### src/rtl/evt_arb_pkg.sv
// Shared types for the event acceptance arbiter.
// Assumes at most 256 vectors (8-bit vector field).
package evt_arb_pkg;
    typedef enum logic [2:0] {
        CLS_NONE  = 3'd0,
        CLS_ABORT = 3'd1,
        CLS_FAULT = 3'd2,
        CLS_TRAP  = 3'd3,
        CLS_SWI   = 3'd4,
        CLS_NMI   = 3'd5,
        CLS_INTR  = 3'd6
    } evt_cls_e;

    typedef enum logic [1:0] {
        KIND_OFF   = 2'd0,
        KIND_FAULT = 2'd1,
        KIND_TRAP  = 2'd2,
        KIND_ABORT = 2'd3
    } exc_kind_e;

    localparam logic [7:0] NMI_VECTOR = 8'd2;
endpackage

### src/rtl/evt_exc_pick.sv
// Finds the lowest-index exception flag whose kind equals KIND.
// Assumes NEXC <= 256 so that an index fits the 8-bit vector.
module evt_exc_pick #(
    parameter int          NEXC = 32,
    parameter logic [1:0]  KIND = 2'd1
) (
    input  logic [2*NEXC-1:0] kinds_i,
    output logic              hit_o,
    output logic [7:0]        idx_o
);
    // Priority scan: walking down means the lowest match is written last.
    always_comb begin
        hit_o = 1'b0;
        idx_o = 8'd0;
        for (int i = NEXC - 1; i >= 0; i--) begin
            if (kinds_i[2*i +: 2] == KIND) begin
                hit_o = 1'b1;
                idx_o = 8'(i);
            end
        end
    end
endmodule

### src/rtl/evt_pend.sv
// Pending latches for the two external interrupt pins.
// The non-maskable request is edge detected; the maskable one captures
// its vector when the latch fills and holds it until acknowledged.
module evt_pend (
    input  logic       clk,
    input  logic       rst_n,
    input  logic       nmi_i,
    input  logic       intr_i,
    input  logic [7:0] intr_vec_i,
    input  logic       nmi_take_i,
    input  logic       intr_take_i,
    output logic       nmi_pend_o,
    output logic       intr_pend_o,
    output logic [7:0] intr_vec_o
);
    logic nmi_prev_q;

    // Non-maskable: set on rising edge, clear when taken (new edge wins).
    always_ff @(posedge clk) begin
        if (!rst_n) begin
            nmi_prev_q <= 1'b0;
            nmi_pend_o <= 1'b0;
        end else begin
            nmi_prev_q <= nmi_i;
            nmi_pend_o <= (nmi_pend_o & ~nmi_take_i) | (nmi_i & ~nmi_prev_q);
        end
    end

    // Maskable: fill when empty, clear only on acknowledge.
    always_ff @(posedge clk) begin
        if (!rst_n) begin
            intr_pend_o <= 1'b0;
            intr_vec_o  <= 8'd0;
        end else if (intr_take_i) begin
            intr_pend_o <= 1'b0;
        end else if (!intr_pend_o && intr_i) begin
            intr_pend_o <= 1'b1;
            intr_vec_o  <= intr_vec_i;
        end
    end
endmodule

### src/rtl/evt_sel.sv
// Combinational ranking of all candidate events at a boundary.
// Assumes exception candidates are already reduced to one per kind.
module evt_sel
    import evt_arb_pkg::*;
(
    input  logic       boundary_i,
    input  logic       if_en_i,
    input  logic       abort_hit_i,
    input  logic [7:0] abort_idx_i,
    input  logic       fault_hit_i,
    input  logic [7:0] fault_idx_i,
    input  logic       trap_hit_i,
    input  logic [7:0] trap_idx_i,
    input  logic       swi_req_i,
    input  logic [7:0] swi_vec_i,
    input  logic       nmi_pend_i,
    input  logic       intr_pend_i,
    input  logic [7:0] intr_vec_i,
    output logic       take_o,
    output logic [7:0] vec_o,
    output evt_cls_e   cls_o,
    output logic       use_next_o,
    output logic       nmi_take_o,
    output logic       intr_take_o
);
    // Fixed rank: abort, fault, trap, software, non-maskable, maskable.
    always_comb begin
        take_o      = 1'b0;
        vec_o       = 8'd0;
        cls_o       = CLS_NONE;
        use_next_o  = 1'b0;
        nmi_take_o  = 1'b0;
        intr_take_o = 1'b0;
        if (boundary_i) begin
            take_o = 1'b1;
            if (abort_hit_i) begin
                vec_o = abort_idx_i;  cls_o = CLS_ABORT;
            end else if (fault_hit_i) begin
                vec_o = fault_idx_i;  cls_o = CLS_FAULT;
            end else if (trap_hit_i) begin
                vec_o = trap_idx_i;   cls_o = CLS_TRAP;   use_next_o = 1'b1;
            end else if (swi_req_i) begin
                vec_o = swi_vec_i;    cls_o = CLS_SWI;    use_next_o = 1'b1;
            end else if (nmi_pend_i) begin
                vec_o = NMI_VECTOR;   cls_o = CLS_NMI;    use_next_o = 1'b1;
                nmi_take_o = 1'b1;
            end else if (intr_pend_i && if_en_i) begin
                vec_o = intr_vec_i;   cls_o = CLS_INTR;   use_next_o = 1'b1;
                intr_take_o = 1'b1;
            end else begin
                take_o = 1'b0;
            end
        end
    end
endmodule

### src/rtl/evt_accept_arb.sv
// Top of the event acceptance arbiter. Ranks exceptions, software and
// external interrupts at an instruction boundary and registers the winner.
// Assumes exception flag i stands for vector i and flags are valid only
// in the boundary cycle.
module evt_accept_arb
    import evt_arb_pkg::*;
#(
    parameter int NEXC = 32,
    parameter int AW   = 32
) (
    input  logic              clk,
    input  logic              rst_n,
    input  logic              boundary_i,
    input  logic              if_en_i,
    input  logic              nmi_i,
    input  logic              intr_i,
    input  logic [7:0]        intr_vec_i,
    input  logic              swi_req_i,
    input  logic [7:0]        swi_vec_i,
    input  logic [2*NEXC-1:0] exc_kind_i,
    input  logic [AW-1:0]     cur_pc_i,
    input  logic [AW-1:0]     next_pc_i,
    output logic              take_o,
    output logic [7:0]        vec_o,
    output logic [2:0]        cls_o,
    output logic              ext_o,
    output logic [AW-1:0]     ret_pc_o,
    output logic              restart_o,
    output logic              intr_ack_o
);
    localparam int NKIND = 3;
    localparam logic [1:0] KSEL [NKIND] = '{KIND_ABORT, KIND_FAULT, KIND_TRAP};

    logic       hit [NKIND];
    logic [7:0] idx [NKIND];
    logic       nmi_pend, intr_pend;
    logic [7:0] intr_vec_l;
    logic       take_d, use_next_d, nmi_take_d, intr_take_d;
    logic [7:0] vec_d;
    evt_cls_e   cls_d;

    // One priority scan per exception kind.
    for (genvar k = 0; k < NKIND; k++) begin : g_pick
        evt_exc_pick #(.NEXC(NEXC), .KIND(KSEL[k])) pick_i (
            .kinds_i (exc_kind_i),
            .hit_o   (hit[k]),
            .idx_o   (idx[k])
        );
    end

    evt_pend pend_i (
        .clk         (clk),
        .rst_n       (rst_n),
        .nmi_i       (nmi_i),
        .intr_i      (intr_i),
        .intr_vec_i  (intr_vec_i),
        .nmi_take_i  (nmi_take_d),
        .intr_take_i (intr_take_d),
        .nmi_pend_o  (nmi_pend),
        .intr_pend_o (intr_pend),
        .intr_vec_o  (intr_vec_l)
    );

    evt_sel sel_i (
        .boundary_i  (boundary_i),
        .if_en_i     (if_en_i),
        .abort_hit_i (hit[0]),
        .abort_idx_i (idx[0]),
        .fault_hit_i (hit[1]),
        .fault_idx_i (idx[1]),
        .trap_hit_i  (hit[2]),
        .trap_idx_i  (idx[2]),
        .swi_req_i   (swi_req_i),
        .swi_vec_i   (swi_vec_i),
        .nmi_pend_i  (nmi_pend),
        .intr_pend_i (intr_pend),
        .intr_vec_i  (intr_vec_l),
        .take_o      (take_d),
        .vec_o       (vec_d),
        .cls_o       (cls_d),
        .use_next_o  (use_next_d),
        .nmi_take_o  (nmi_take_d),
        .intr_take_o (intr_take_d)
    );

    // Output register: one cycle after the boundary decision.
    always_ff @(posedge clk) begin
        if (!rst_n || !take_d) begin
            take_o     <= 1'b0;
            vec_o      <= 8'd0;
            cls_o      <= CLS_NONE;
            ext_o      <= 1'b0;
            ret_pc_o   <= '0;
            restart_o  <= 1'b0;
            intr_ack_o <= 1'b0;
        end else begin
            take_o     <= 1'b1;
            vec_o      <= vec_d;
            cls_o      <= cls_d;
            ext_o      <= nmi_take_d | intr_take_d;
            ret_pc_o   <= use_next_d ? next_pc_i : cur_pc_i;
            restart_o  <= (cls_d != CLS_ABORT);
            intr_ack_o <= intr_take_d;
        end
    end
endmodule

### config.mk
export PLATFORM = sky130hd
export DESIGN_NAME = evt_accept_arb
export DESIGN_NICKNAME = d
export VERILOG_FILES = /design/src/rtl/evt_arb_pkg.sv /design/src/rtl/evt_exc_pick.sv /design/src/rtl/evt_pend.sv /design/src/rtl/evt_sel.sv /design/src/rtl/evt_accept_arb.sv
export SDC_FILE = /design/constraint.sdc
export NUM_CORES = 1
export LEC_CHECK = 0
export ABC_AREA = 1
export BUFFER_PORTS_ARGS = -buffer_cell sky130_fd_sc_hd__buf_2
export CORE_AREA = 2 2 95 97
export CTS_BUF_LIST = sky130_fd_sc_hd__clkbuf_4 sky130_fd_sc_hd__clkbuf_8 sky130_fd_sc_hd__clkbuf_16
export DETAILED_ROUTE_END_ITERATION = 7
export DIE_AREA = 0 0 97 99
export PLACE_DENSITY = 0.85
export SLEW_MARGIN = 20
export SYNTH_ARGS = -nofsm -noshare
export SYNTH_HDL_FRONTEND = slang
export SYNTH_SLANG_ARGS = --single-unit
### constraint.sdc
create_clock -name clk -period 2.4 [get_ports clk]
set_input_delay 0.36 -clock clk [delete_from_list [all_inputs] [get_ports clk]]
set_output_delay 0.36 -clock clk [all_outputs]
set_load 0.01 [all_outputs]
==> reports/qor.yml <==
outcome:
  status: "completed"
synthesis:
  synthAdderAreaFrac_pct: 0
  ys_seq_area_share_pct: 30.36
  syn_inst: 662
  synth_edf_count: 0
  ys_types: 29
  ys_ff_latch: 58
  yosys_warnings: 0
  synth_fp_nets: 813
  synth_compound_area_share_pct: 12.20
  syn_area_per_cell_um2: 5.778
  async_flop_share_pct: 0
  synth.area.mux_share_pct: 0
  yosys.area_share.simple_pct: 49.79
  synthXorXnorAreaFrac_pct: 0
  synth_ff_type: "dfxtp_1"
  syn_area_um2: 3825
  synth_top_family_by_area: "simple AND/OR/NAND/NOR gates"
setup_path:
  cp-start-kind: "primary input"
  required_ps: 2630
  critPathCaptureType: "register"
  crit_start: "exc_kind_i[56]"
  crit_slowest_cell: "or2_4"
  r2r_start: "pend_i.intr_pend_o"
  critPathArrivalTime_ps: 2300
  critPathMaxStageDelay_ps: 240
  crit_top_cell: "nand2_1"
  crit_path_max_fanout: 3
  crit_type: "in2reg"
  r2r_setup_slack_ps: 800
power_and_ir_drop:
  p_sw_share_pct: 29.77
  power_frac_comb_pct: 23.4
  p_per_area_nw_per_um2: 470.8
  p_sw_w: 0.0007354
  p_leak_nw: 2.997
  power.share.sequential_pct: 41.1
  ir_drop_v: 0.0002886
  p_clk_share_pct: 35.5
  internal-power_w: 0.001735
clock_network:
  cts.htree.levels: 3
  cts_tree: "done"
  cts.reportedPaths.clkPinSlew_ps: 60
  cts_buffers: 9
  root_buffer: "clkbuf_8"
  clock_latency_ps: 340
  clockBufferDepth: 2
  cts.sinks: 58
  hold_buffers: 0
place:
  place_congestion: 0.9031
  port_buffers: 197
  dpl.hpwl_mm: 9.521
  dp_slack_ps: 4.878
final_layout:
  final_common_cell: "nand2_1"
  num_antenna_cells: 0
  finalNetCount: 1018
  syn_to_final_growth_pct: 37.19
  final_layout_size_suffix_gt1_share_pct: 31.08
  layout_common_cells: "248 x nand2_1, 195 x buf_2, 110 x nor2_1"
  postLayoutCoreUtil_pct: 61.37
floorplanning:
  core.rowCount: 34
  dieArea_um2: 9603
  die_w_um: 97
  start_util_pct: 44.73
  io_pins: 198
  die_h_um: 99
  core_region_area_um2: 8551
sta:
  fmax_ghz: 0.4842
  tightest_slew_ps: 336.7
  hold_viol_final: 0
  setup_ws_ps: 334.6
  fin_tns_setup_ps: 0
  post-route-period-util_pct: 86.06
  setup_viol: 0
  relSlewSlack_pct: 77.35
  report.final.slew_viol_count: 0
  fin_worst_skew_ps: 6.919
  post-route-min-period_ps: 2065
detailed_routing:
  avgRoutedWirePerCell_um: 11.85
  via_per_inst: 4.843
  first_iter_violations: 172
  antenna_left: 0
  vias: 4746
  drtPass1Iterations: 5
  wl_mm: 11.61
  drc: 0
worst_hold_path:
  hold_class: "in2reg"
  hp-start: "intr_vec_i[5]"
grt:
  grt_max_degree: 35
  grt_overflow: 0
  grt_pass1_vias: 4303
  antenna_found_initial: 0
  grt_usage_pct: 23.71
  grt_first_pass_wirelength_mm: 18.93
run:
  drv_cap: 0
path summary, 6_finish.rpt:
path                          end  depth (start not counted)
max                      vec_o[0]                         34
min          pend_i.intr_vec_o[5]                          3
max reg2reg              vec_o[3]                          7
min reg2reg     pend_i.nmi_pend_o                          1
area by class of cell:
class	instances	area, µm²
Clock buffer	9	123.9
Clock inverter	7	68.82
Fill cell	865	3303
Inverter	58	217.7
Multi-Input combinational cell	527	2389
Sequential cell	58	1161
Tap cell	108	135.1
Timing Repair Buffer	213	1152
power groups by stage:
stage,sequential [W],clock [W],combinational [W]
2_1_floorplan,0.00105,0,0.000320
3_3_place_gp,0.00104,0,0.000566
3_5_place_dp,0.00104,0,0.000573
4_1_cts,0.00101,0.000893,0.000576
5_1_grt,0.00102,0.000935,0.000665
6_report,0.00102,0.000876,0.000579
flip-flops by register name, summed over array words and instances (netlist names):
| name | count |
|---|---|
| pend_i.intr_pend_o | 1 |
| ret_pc_o | 32 |
| pend_i.nmi_prev_q | 1 |
| ext_o | 1 |
| take_o | 1 |
| pend_i.intr_vec_o | 8 |
| restart_o | 1 |
| intr_ack_o | 1 |
| pend_i.nmi_pend_o | 1 |
| vec_o | 8 |
| cls_o | 3 |
cell usage after synthesis (2+ instances only):
master    count  area, µm²
nor4_1       32      200.2
or2_4        20      175.2
buf_2         3      15.01
dfxtp_1      58       1161
o31ai_1       4      30.03
nor3_1        7      35.03
a21oi_1      13      65.06
a31oi_1       5      31.28
inv_1        53      198.9
o21ai_1      33      165.2
or2_2         7      43.79
inv_2         5      18.77
clkbuf_1     16      60.06
nand4_1       2      12.51
or2_1         2      12.51
a211oi_1      4      30.03
nand2_1     250      938.4
o21ai_0      18      90.09
o211ai_1      2      15.01
nand2_2       3      18.77
nand3_1       7      35.03
nor2_1      111      416.7
layer usage:
layer	global-route usage [%]	wire length [µm]
met5	0	0
met4	6.284	208
met3	5.035	758
met2	41.99	5546
met1	29.29	5101
timing repair:
item,4_1_cts,5_1_grt
hold endpoints to repair,0,0
resized for setup,0,5
endpoints found under the setup margin,0,1
buffers inserted,0,0
stage by stage:
stage / power (W) / hold WS (ps) / std cells / cell area (µm²)
after floorplan: 0.001370 / 407.9 / 662 / 3825
after global placement: 0.001601 / 428.8 / 964 / 5036
after detailed placement: 0.001609 / 424.0 / 964 / 5036
after CTS: 0.002484 / 238.9 / 980 / 5229
after global routing: 0.002619 / 239.1 / 980 / 5248
final: 0.002470 / 246.9 / 980 / 5248
cell families after synthesis:
| family | after synthesis |
|---|---|
| buffers and inverters | 77 |
| flip-flops | 58 |
| AO/OA/AOI/OAI | 84 |
| AND/OR/NAND/NOR | 443 |
critical path: cells and delay by family:
| kind | cells | cell delay (ps) |
|---|---|---|
| buffers and inverters | 1 | 110 |
| and+or+nand+nor | 33 | 1810 |
(Power assumes the default switching activity.)
